<file path="config.mk">
export PLATFORM = sky130hd
export DESIGN_NAME = owire_rst_seq
export DESIGN_NICKNAME = d
export VERILOG_FILES = /design/src/rtl/owr_pkg.sv /design/src/rtl/owr_sync.sv /design/src/rtl/owr_timer.sv /design/src/rtl/owr_timing.sv /design/src/rtl/owire_rst_seq.sv
export SDC_FILE = /design/constraint.sdc
export NUM_CORES = 1
export LEC_CHECK = 0
export BUFFER_PORTS_ARGS = -buffer_cell sky130_fd_sc_hd__buf_2
export CAP_MARGIN = 30
export CORE_MARGIN = 2
export CORE_UTILIZATION = 47
export CTS_CLUSTER_DIAMETER = 80
export DETAILED_ROUTE_END_ITERATION = 6
export PLACE_DENSITY = 0.67
export SYNTH_ARGS = -nofsm -noshare
export SYNTH_HDL_FRONTEND = slang
export SYNTH_HIERARCHICAL = 1
export SYNTH_SLANG_ARGS = --single-unit
</file>
<file path="constraint.sdc">
create_clock -name clk -period 3.7 [get_ports clk]
set_clock_uncertainty 0.15 [all_clocks]
set_input_delay 0.37 -clock clk [delete_from_list [all_inputs] [get_ports clk]]
set_output_delay 0.37 -clock clk [all_outputs]
set_load 0.02 [all_outputs]
</file>
<file path="src/rtl/owr_pkg.sv">
package owr_pkg;
  typedef enum logic [2:0] {
    ST_IDLE, ST_LOW, ST_SI, ST_PDT, ST_RT, ST_FILL
  } owr_state_e;

  typedef enum logic [1:0] {
    RX_SHORT = 2'b00,
    RX_PRES  = 2'b01,
    RX_ALARM = 2'b10,
    RX_NONE  = 2'b11
  } owr_rx_e;

  // response byte layout: class pattern, vpp flag, revision, reaction code
  function automatic logic [7:0] owr_pack(owr_rx_e code, logic [2:0] rev, logic vpp);
    return {2'b11, vpp, rev, code};
  endfunction

  // speed codes with the upper bit set use the overdrive tick set
  function automatic logic owr_is_od(logic [1:0] spd);
    return spd[1];
  endfunction
endpackage

</file>
<file path="src/rtl/owr_sync.sv">
module owr_sync #(
  parameter int STAGES = 2
) (
  input  logic clk,
  input  logic rst_n,
  input  logic d_in,
  output logic d_out
);
  logic [STAGES-1:0] chain;

  generate
    for (genvar i = 0; i < STAGES; i++) begin : g_stage
      if (i == 0) begin : g_first
        always_ff @(posedge clk or negedge rst_n)
          if (!rst_n) chain[0] <= 1'b1;
          else        chain[0] <= d_in;
      end else begin : g_next
        always_ff @(posedge clk or negedge rst_n)
          if (!rst_n) chain[i] <= 1'b1;
          else        chain[i] <= chain[i-1];
      end
    end
  endgenerate

  assign d_out = chain[STAGES-1];
endmodule

</file>
<file path="src/rtl/owr_timer.sv">
module owr_timer #(
  parameter int TW = 20
) (
  input  logic          clk,
  input  logic          rst_n,
  input  logic          load,
  input  logic [TW-1:0] value,
  output logic          expire
);
  logic [TW-1:0] cnt;
  logic [TW-1:0] ld_val;

  // a zero length is stretched to one tick so every phase ends
  assign ld_val = (value == '0) ? TW'(1) : value;

  always_ff @(posedge clk or negedge rst_n)
    if (!rst_n)             cnt <= '0;
    else if (load)          cnt <= ld_val;
    else if (cnt != '0)     cnt <= cnt - TW'(1);

  assign expire = (cnt == TW'(1));


  timer_down_chk: assert property (@(posedge clk) disable iff (!rst_n)
    (!load && cnt > TW'(1)) |=> (cnt == $past(cnt) - TW'(1)));
endmodule

</file>
<file path="src/rtl/owr_timing.sv">
module owr_timing #(
  parameter int TW       = 20,
  parameter int RSTL_REG = 102400,
  parameter int SI_REG   = 1600,
  parameter int PDT_REG  = 12000,
  parameter int FILL_REG = 24000,
  parameter int RSTL_OD  = 12800,
  parameter int SI_OD    = 400,
  parameter int PDT_OD   = 1600,
  parameter int FILL_OD  = 3200
) (
  input  logic          clk,
  input  logic          rst_n,
  input  logic          cap,
  input  logic [1:0]    spd_in,
  output logic [1:0]    speed_q,
  output logic [TW-1:0] t_rstl,
  output logic [TW-1:0] t_si,
  output logic [TW-1:0] t_pdt,
  output logic [TW-1:0] t_fill
);
  import owr_pkg::*;

  logic [1:0] sel;

  always_ff @(posedge clk or negedge rst_n)
    if (!rst_n)   speed_q <= 2'b00;
    else if (cap) speed_q <= spd_in;

  // the new code steers the very load made on the capture edge
  assign sel = cap ? spd_in : speed_q;

  always_comb begin
    if (owr_is_od(sel)) begin
      t_rstl = TW'(RSTL_OD);
      t_si   = TW'(SI_OD);
      t_pdt  = TW'(PDT_OD);
      t_fill = TW'(FILL_OD);
    end else begin
      t_rstl = TW'(RSTL_REG);
      t_si   = TW'(SI_REG);
      t_pdt  = TW'(PDT_REG);
      t_fill = TW'(FILL_REG);
    end
  end
endmodule

</file>
<file path="src/rtl/owire_rst_seq.sv">
module owire_rst_seq #(
  parameter int TW        = 20,
  parameter int RSTL_REG  = 102400,
  parameter int SI_REG    = 1600,
  parameter int PDT_REG   = 12000,
  parameter int FILL_REG  = 24000,
  parameter int RSTL_OD   = 12800,
  parameter int SI_OD     = 400,
  parameter int PDT_OD    = 1600,
  parameter int FILL_OD   = 3200,
  parameter int RETEST    = 819200,
  parameter int SYNC_STGS = 2
) (
  input  logic       clk,
  input  logic       rst_n,
  input  logic       cmd_go,
  input  logic [1:0] cmd_speed,
  input  logic [2:0] chip_rev,
  input  logic       vpp_ok,
  input  logic       bus_in,
  output logic       bus_pull,
  output logic       busy,
  output logic       resp_valid,
  output logic [7:0] resp_byte,
  output logic [1:0] speed_q
);
  import owr_pkg::*;

  localparam logic [TW-1:0] T_RT = TW'(RETEST);

  owr_state_e    state;
  owr_rx_e       code_q;
  logic          bus_s, expire, tload, cap;
  logic [TW-1:0] tval, t_rstl, t_si, t_pdt, t_fill;

  // named events for the checks
  logic si_sample, pdt_sample, rt_sample, fill_done;

  assign cap        = (state == ST_IDLE) && cmd_go;
  assign si_sample  = (state == ST_SI)   && expire;
  assign pdt_sample = (state == ST_PDT)  && expire;
  assign rt_sample  = (state == ST_RT)   && expire;
  assign fill_done  = (state == ST_FILL) && expire;

  owr_sync #(.STAGES(SYNC_STGS)) u_sync (
    .clk(clk), .rst_n(rst_n), .d_in(bus_in), .d_out(bus_s));

  owr_timing #(
    .TW(TW), .RSTL_REG(RSTL_REG), .SI_REG(SI_REG), .PDT_REG(PDT_REG),
    .FILL_REG(FILL_REG), .RSTL_OD(RSTL_OD), .SI_OD(SI_OD), .PDT_OD(PDT_OD),
    .FILL_OD(FILL_OD)
  ) u_timing (
    .clk(clk), .rst_n(rst_n), .cap(cap), .spd_in(cmd_speed), .speed_q(speed_q),
    .t_rstl(t_rstl), .t_si(t_si), .t_pdt(t_pdt), .t_fill(t_fill));

  owr_timer #(.TW(TW)) u_timer (
    .clk(clk), .rst_n(rst_n), .load(tload), .value(tval), .expire(expire));

  always_comb begin
    tload = 1'b0;
    tval  = '0;
    if (cap) begin
      tload = 1'b1; tval = t_rstl;
    end else if ((state == ST_LOW) && expire) begin
      tload = 1'b1; tval = t_si;
    end else if (si_sample) begin
      tload = 1'b1; tval = bus_s ? t_pdt : T_RT;
    end else if (pdt_sample || (rt_sample && bus_s)) begin
      tload = 1'b1; tval = t_fill;
    end
  end

  always_ff @(posedge clk or negedge rst_n) begin
    if (!rst_n) begin
      state      <= ST_IDLE;
      code_q     <= RX_NONE;
      resp_valid <= 1'b0;
      resp_byte  <= '0;
    end else begin
      resp_valid <= 1'b0;
      case (state)
        ST_IDLE: if (cmd_go) state <= ST_LOW;
        ST_LOW:  if (expire) state <= ST_SI;
        ST_SI:   if (expire) state <= bus_s ? ST_PDT : ST_RT;
        ST_PDT:  if (expire) begin
          code_q <= bus_s ? RX_NONE : RX_PRES;
          state  <= ST_FILL;
        end
        ST_RT:   if (expire) begin
          if (bus_s) begin
            code_q <= RX_ALARM;
            state  <= ST_FILL;
          end else begin
            resp_valid <= 1'b1;
            resp_byte  <= owr_pack(RX_SHORT, chip_rev, vpp_ok);
            state      <= ST_IDLE;
          end
        end
        ST_FILL: if (expire) begin
          resp_valid <= 1'b1;
          resp_byte  <= owr_pack(code_q, chip_rev, vpp_ok);
          state      <= ST_IDLE;
        end
        default: state <= ST_IDLE;
      endcase
    end
  end

  assign bus_pull = (state == ST_LOW);
  assign busy     = (state != ST_IDLE);


  idle_release_chk: assert property (@(posedge clk) disable iff (!rst_n)
    !busy |-> !bus_pull);

  go_pull_chk: assert property (@(posedge clk) disable iff (!rst_n)
    (cmd_go && !busy) |=> bus_pull);

  pres_fill_chk: assert property (@(posedge clk) disable iff (!rst_n)
    pdt_sample |=> (!resp_valid && busy));

  short_now_chk: assert property (@(posedge clk) disable iff (!rst_n)
    (rt_sample && !bus_s) |=> (resp_valid && resp_byte[1:0] == 2'b00));

  class_bits_chk: assert property (@(posedge clk) disable iff (!rst_n)
    resp_valid |-> (resp_byte[7:6] == 2'b11));

  resp_pulse_chk: assert property (@(posedge clk) disable iff (!rst_n)
    resp_valid |=> !resp_valid);
endmodule

</file>
After elaboration in Yosys (flattened, before gate mapping) --
Cells that the tools add are included.
Operators by class: add/subtract/negate cells 1, equality and inequality tests 14, mux-type cells 39, reductions and logical operators 17
Operator list (count):
- $mux W20 | 8
- $mux W3 | 8
- $mux W8 | 3
- $eq A20 B1 Y1 const B | 1
- $logic_not A20 Y1 | 1
- $reduce_bool A20 Y1 | 1
- $sub A20 B1 Y20 const B | 1
- $pmux W3 S6 | 1
- $mux W17 | 1
- $pmux W8 S2 | 1
- $mux W15 | 1
- $mux W14 | 1
- $ne A2 B2 Y1 const B | 6
- $mux W11 | 1
- $mux W2 | 5
- $reduce_and A4 Y1 | 2
- $mux W1 | 7
- $eq A3 B2 Y1 const B | 2
- $eq A3 B3 Y1 const B | 2
- $logic_and A1 B1 Y1 | 6
- $reduce_and A6 Y1 | 1
- $reduce_bool A2 Y1 | 3
- $ne A2 B1 Y1 const B | 2
- $pmux W2 S2 | 1
- other kinds (5) | 5
Storage, ports and cells: register bits after elaboration 38, bits of input ports 10, output and inout port bits 13, logic and storage cells 80

Logic depth before layout (Yosys ltp) --
depth in word-level cells 11, gate-level depth with buffers 13, mapped depth without buffers 12

Hierarchy --
The synthesis kept the hierarchy.
Modules (own cells, without submodules):
- owire_rst_seq | instances 1, cells an instance 199, area an instance 1467.7 um2, sequential area each 327.8 um2
- owr_timer | instances 1, cells an instance 154, area an instance 1317.5 um2, sequential area each 500.5 um2
- owr_timing | instances 1, cells an instance 85, area an instance 675.6 um2, sequential area each 50.0 um2
- owr_sync | instances 1, cells an instance 2, area an instance 52.6 um2, sequential area each 52.6 um2

Least setup slack after synthesis --
Ideal clock, no wire load.
path type reg2reg, start point reg u_timer.cnt[10], end point reg u_timer.cnt[2], library setup time 0.118 ns, arrival time 3.279 ns, data required time 3.432 ns, setup slack 0.153 ns, stages on the path, launching flop included 13, buffers on the path 3, period minus slack after synthesis 3.547 ns, cell sequence dfrtp_1 > nor3_1 > nand3_1 > nor4_1 > nor2b_4 > clkbuf_1 > nor2_1 > a31oi_1 > buf_1 > clkbuf_1 > nor2_1 > a21oi_1 > nor2_1
Between the ends: elaborated cells on any way between the ends 20, classes of those cells 1 x eq/ne; 10 x mux; 9 x reduce/logical
RTL lines:
- from (decl) | RTL line owr_timer.sv:10 | logic [TW-1:0] cnt;
- from (signal assigned) | RTL line owr_timer.sv:18 | else if (load) cnt <= ld_val;
- from (signal assigned) | RTL line owr_timer.sv:19 | else if (cnt != '0) cnt <= cnt - TW'(1);
- $eq A20 B1 Y1 * | RTL line owr_timer.sv:21 | assign expire = (cnt == TW'(1));
- via expire | RTL line owire_rst_seq.sv:33 | logic bus_s, expire, tload, cap;
- $logic_and A1 B1 Y1 | RTL line owire_rst_seq.sv:42 | assign rt_sample = (state == ST_RT) && expire;
- $logic_and A1 B1 Y1 | RTL line owire_rst_seq.sv:68 | end else if (pdt_sample || (rt_sample && bus_s)) begin
- $logic_or A1 B1 Y1 | RTL line owire_rst_seq.sv:68
- $mux W1 | RTL line owire_rst_seq.sv:68
- $mux W1 | RTL line owire_rst_seq.sv:66 | end else if (si_sample) begin
- $mux W1 * | RTL line owire_rst_seq.sv:64 | end else if ((state == ST_LOW) && expire) begin
- $mux W1 * | RTL line owire_rst_seq.sv:62 | if (cap) begin
- via tload | RTL line owire_rst_seq.sv:33
- $mux W20 or $reduce_bool A2 Y1 (tied branches)
Mark *: on every way through the listed nets, which the timed path passes. The rest lies on a longest branch. A chain may end at the register's enable or synchronous reset.

Worst setup path in the final report --
start point reg u_timer.cnt[6], end point reg u_timer.cnt[0]
Between the ends: word-level cells in the longest chain between the ends 11, elaborated cells on any way between the ends 20, classes of those cells 1 x eq/ne; 10 x mux; 9 x reduce/logical
RTL lines:
- $eq A20 B1 Y1 * | RTL line owr_timer.sv:21
- via expire | RTL line owire_rst_seq.sv:33
- $logic_and A1 B1 Y1 | RTL line owire_rst_seq.sv:42
- $logic_and A1 B1 Y1 | RTL line owire_rst_seq.sv:68
- $logic_or A1 B1 Y1 | RTL line owire_rst_seq.sv:68
- $mux W20 | RTL line owire_rst_seq.sv:68
- $mux W20 | RTL line owire_rst_seq.sv:66
- $mux W20 * | RTL line owire_rst_seq.sv:64
- $mux W20 * | RTL line owire_rst_seq.sv:62
- via tval[11] | RTL line owire_rst_seq.sv:34 | logic [TW-1:0] tval, t_rstl, t_si, t_pdt, t_fill;
- $logic_not A20 Y1 * | RTL line owr_timer.sv:14 | assign ld_val = (value == '0) ? TW'(1) : value;
- $mux W20 * | RTL line owr_timer.sv:14
- $mux W20 * | RTL line owr_timer.sv:18
Marks and branches as above.

==> run metrics <==
outcome=completed; Finished Core Util=0.484; largest net degree at the start of global routing=38; CTS clk-pin slew, worst paths=~0.080 ns; FF-to-FF Start=u_timer/cnt[6]; area of the mapped netlist=0.00351 mm^2; Placeable Area=0.00725 mm^2; die area=0.00818 mm^2; setup violators final=0; max incr delay on CP=between 0.5 and 0.6 ns; Yosys cell types=between 50 and 60; Setup TNS Final=0 ns; H-Tree Level Count=2; Final HPWL DP=between 5000 and 6000 um; worst-margin pin slew=between 0.8 and 0.9 ns; path depth of the worst reg2reg path=12; row cnt=31; routed len/inst=about 14 um; share of cells above drive strength 1=0.155; final WL=about 7500 um; most common cell after layout, fill and taps aside=conb_1; critical path's slowest cell=or4_4; worst hold path startpoint=bus_in; CTS resizes=0; max-slew violations=0; Max Fclk=0.293 GHz; routed via count=2,814; Static Leak=roughly 0.0016 uW; # placed instances=about 530; hold depth=1; Cells after Synth=440; RSZ-0062 raised after global routing=false; end of the worst register-to-register path=u_timer/cnt[0]; ys async rst share=1.00; Die X=~90 um; diode count=0; Final ANT Viol Nets=0; Synth-to-Final Area Change=-0.0712%; Post-synth EDFFs=0; Max Cap Violations=0; die height=90.5 um; worst slack, placed=slightly below 0.3 ns; CTS tree=built; type of origin of the critical path=flip-flop; clk sinks=37; global placer's final weighted congestion=between 0.8 and 0.9; DR iter-0 viols=about 210; Min-Delay Endpoint=u_sync/chain[0]; FF-to-FF setup slack=~0.29 ns; Clock Latency Late Sink=roughly 0.3 ns; VDD IR-drop max=~190 uV; vias in the first global route=between 2k and 3k; Hold Path Class=in2reg; fin nets=around 450; setup bufs post-CTS=0; pwr dens=approximately 380 mW/mm^2; Initial Util=0.484; first-pass GRT wire length=12,900 um; min Tclk post-route=3.41 ns; IO buf count=22; DRC violations left=0; worst-path fanout max=17; most frequent cells in the layout=62 x conb_1, 52 x nor2_1, 33 x dfrtp_1, 28 x nand2_1, 22 x buf_2; Setup Crit Path Kind=reg2reg; global route overflow=0; ys flop type=dfrtp_1; I/O pins=23; Hold-fix buffers, CTS=0; Seq/Total Area, Yosys=0.265; final worst setup slack=approximately 0.29 ns; Worst Path Required=around 3.8 ns; Yosys reg bits=37; crit end category=flip-flop; yosys warns=6; CP Cell Sequence=or4_4, nor4_1, buf_4, nand2_1, buf_4, o21a_1, nor2_1, o21ai_1, nor4_1, and3_1, a311oi_1, o22ai_1; Synth Area per Inst=~8.0 um^2; Pre-antenna DRT Iters=6; gr usage total=0.191; vias per cell=about 5.2; Slew HR=0.428; Root Buffer=clkbuf_8; Inserted Clock Buffers=5; antenna violations before repair=0; post-route clock period utilization=0.922; final hold vios=0; Clock Path Buffers=2; worst path arrival time=roughly 3.5 ns; Post-Layout Cell Count=around 540
==> area by class of cell <==
class / instances / area [um^2]
Clock inverter: 3 / 68.8
Clock buffer: 5 / 68.8
Timing Repair Buffer: 35 / 220
Inverter: 8 / 30.0
Fill cell: 704 / 3740
Tap cell: 99 / 124
Sequential cell: 37 / 931
Multi-Input combinational cell: 352 / 2070
==> critical path, delay by kind of cell, from the launching register on <==
kind	cells	cell delay, ns
AOI/OAI and AO/OA	4	0.53
buffers and inverters	2	0.50
DFF	1	0.46
and+or+nand+nor	6	1.68
==> cell families (layout without fill, tap and decap cells) <==
family / after synthesis / in the layout / share of synthesized area
AOI/OAI and AO/OA: 110 / 110 / 0.216
DFF: 37 / 37 / 0.265
buffers and inverters: 111 / 51 / 0.214
xor gates and xnor gates: 8 / 8 / 0.0199
muxes: 11 / 11 / 0.0342
adders and majority gates: 3 / 3 / 0.0107
other: 2 / 62 / 0.00214
and+or+nand+nor: 158 / 158 / 0.238
==> stage by stage <==
stage / hold WS, ns / power, uW / instance area [um^2]
floorplan: -0.0756 / 865 / 3740
global placement: 0.196 / 893 / 3370
detailed placement: 0.208 / 897 / 3370
CTS: 0.0119 / 1330 / 3510
global route: 0.00851 / 1400 / 3510
finish: 0.0173 / 1330 / 3510
==> how the worst max path moves through the flow <==
stage,startpoint,to,slack (ns)
after floorplan,u_timer/cnt[10],u_timer/cnt[2],0.15
final,u_timer/cnt[6],u_timer/cnt[0],0.29
after detailed placement,u_timer/cnt[6],u_timer/cnt[0],0.30
after global routing,u_timer/cnt[11],u_timer/cnt[0],0.07
after CTS,u_timer/cnt[6],u_timer/cnt[0],0.24
after global placement,u_timer/cnt[6],u_timer/cnt[0],0.35
==> state kept, by name (all words and copies together) (netlist names) <==
signal	count
u_timer/cnt	20
resp_byte	7
state	3
code_q	2
u_timing/speed_q	2
resp_valid	1
u_sync/chain	1
u_sync/d_out	1
==> synthesized netlist by cell type, types with 5 or more instances <==
| library cell | instances | share of area |
|---|---|---|
| and2_1 | 17 | 0.030 |
| mux2_2 | 8 | 0.026 |
| nand2b_1 | 7 | 0.012 |
| nand2_1 | 28 | 0.030 |
| buf_4 | 85 | 0.18 |
| a21oi_1 | 16 | 0.023 |
| xnor2_1 | 7 | 0.017 |
| nor2_1 | 52 | 0.056 |
| o21ai_0 | 14 | 0.020 |
| nor4_1 | 8 | 0.014 |
| nand3_1 | 6 | 0.0085 |
| dfrtp_1 | 33 | 0.24 |
| clkbuf_1 | 5 | 0.0053 |
| a221oi_1 | 20 | 0.050 |
| and3_1 | 5 | 0.0089 |
| buf_2 | 12 | 0.017 |
| o21a_1 | 18 | 0.038 |
| o21ai_1 | 19 | 0.027 |
| nor3_1 | 10 | 0.014 |
| inv_1 | 6 | 0.0064 |
==> layer usage <==
layer  global-route usage  up-vias  routed length, um
met2                0.293       76               3490
li1                     -     1416                  -
met4               0.0474        0                102
met1                0.284     1313               3580
met3               0.0259        9                336
met5                    0        -                  0
==> power breakdown <==
part	internal [uW]	total, uW	switching (uW)
sequential	488	607	119
combinational	131	290	159
clock	271	432	160
total	890	1330	438
(Power assumes the default switching activity.)
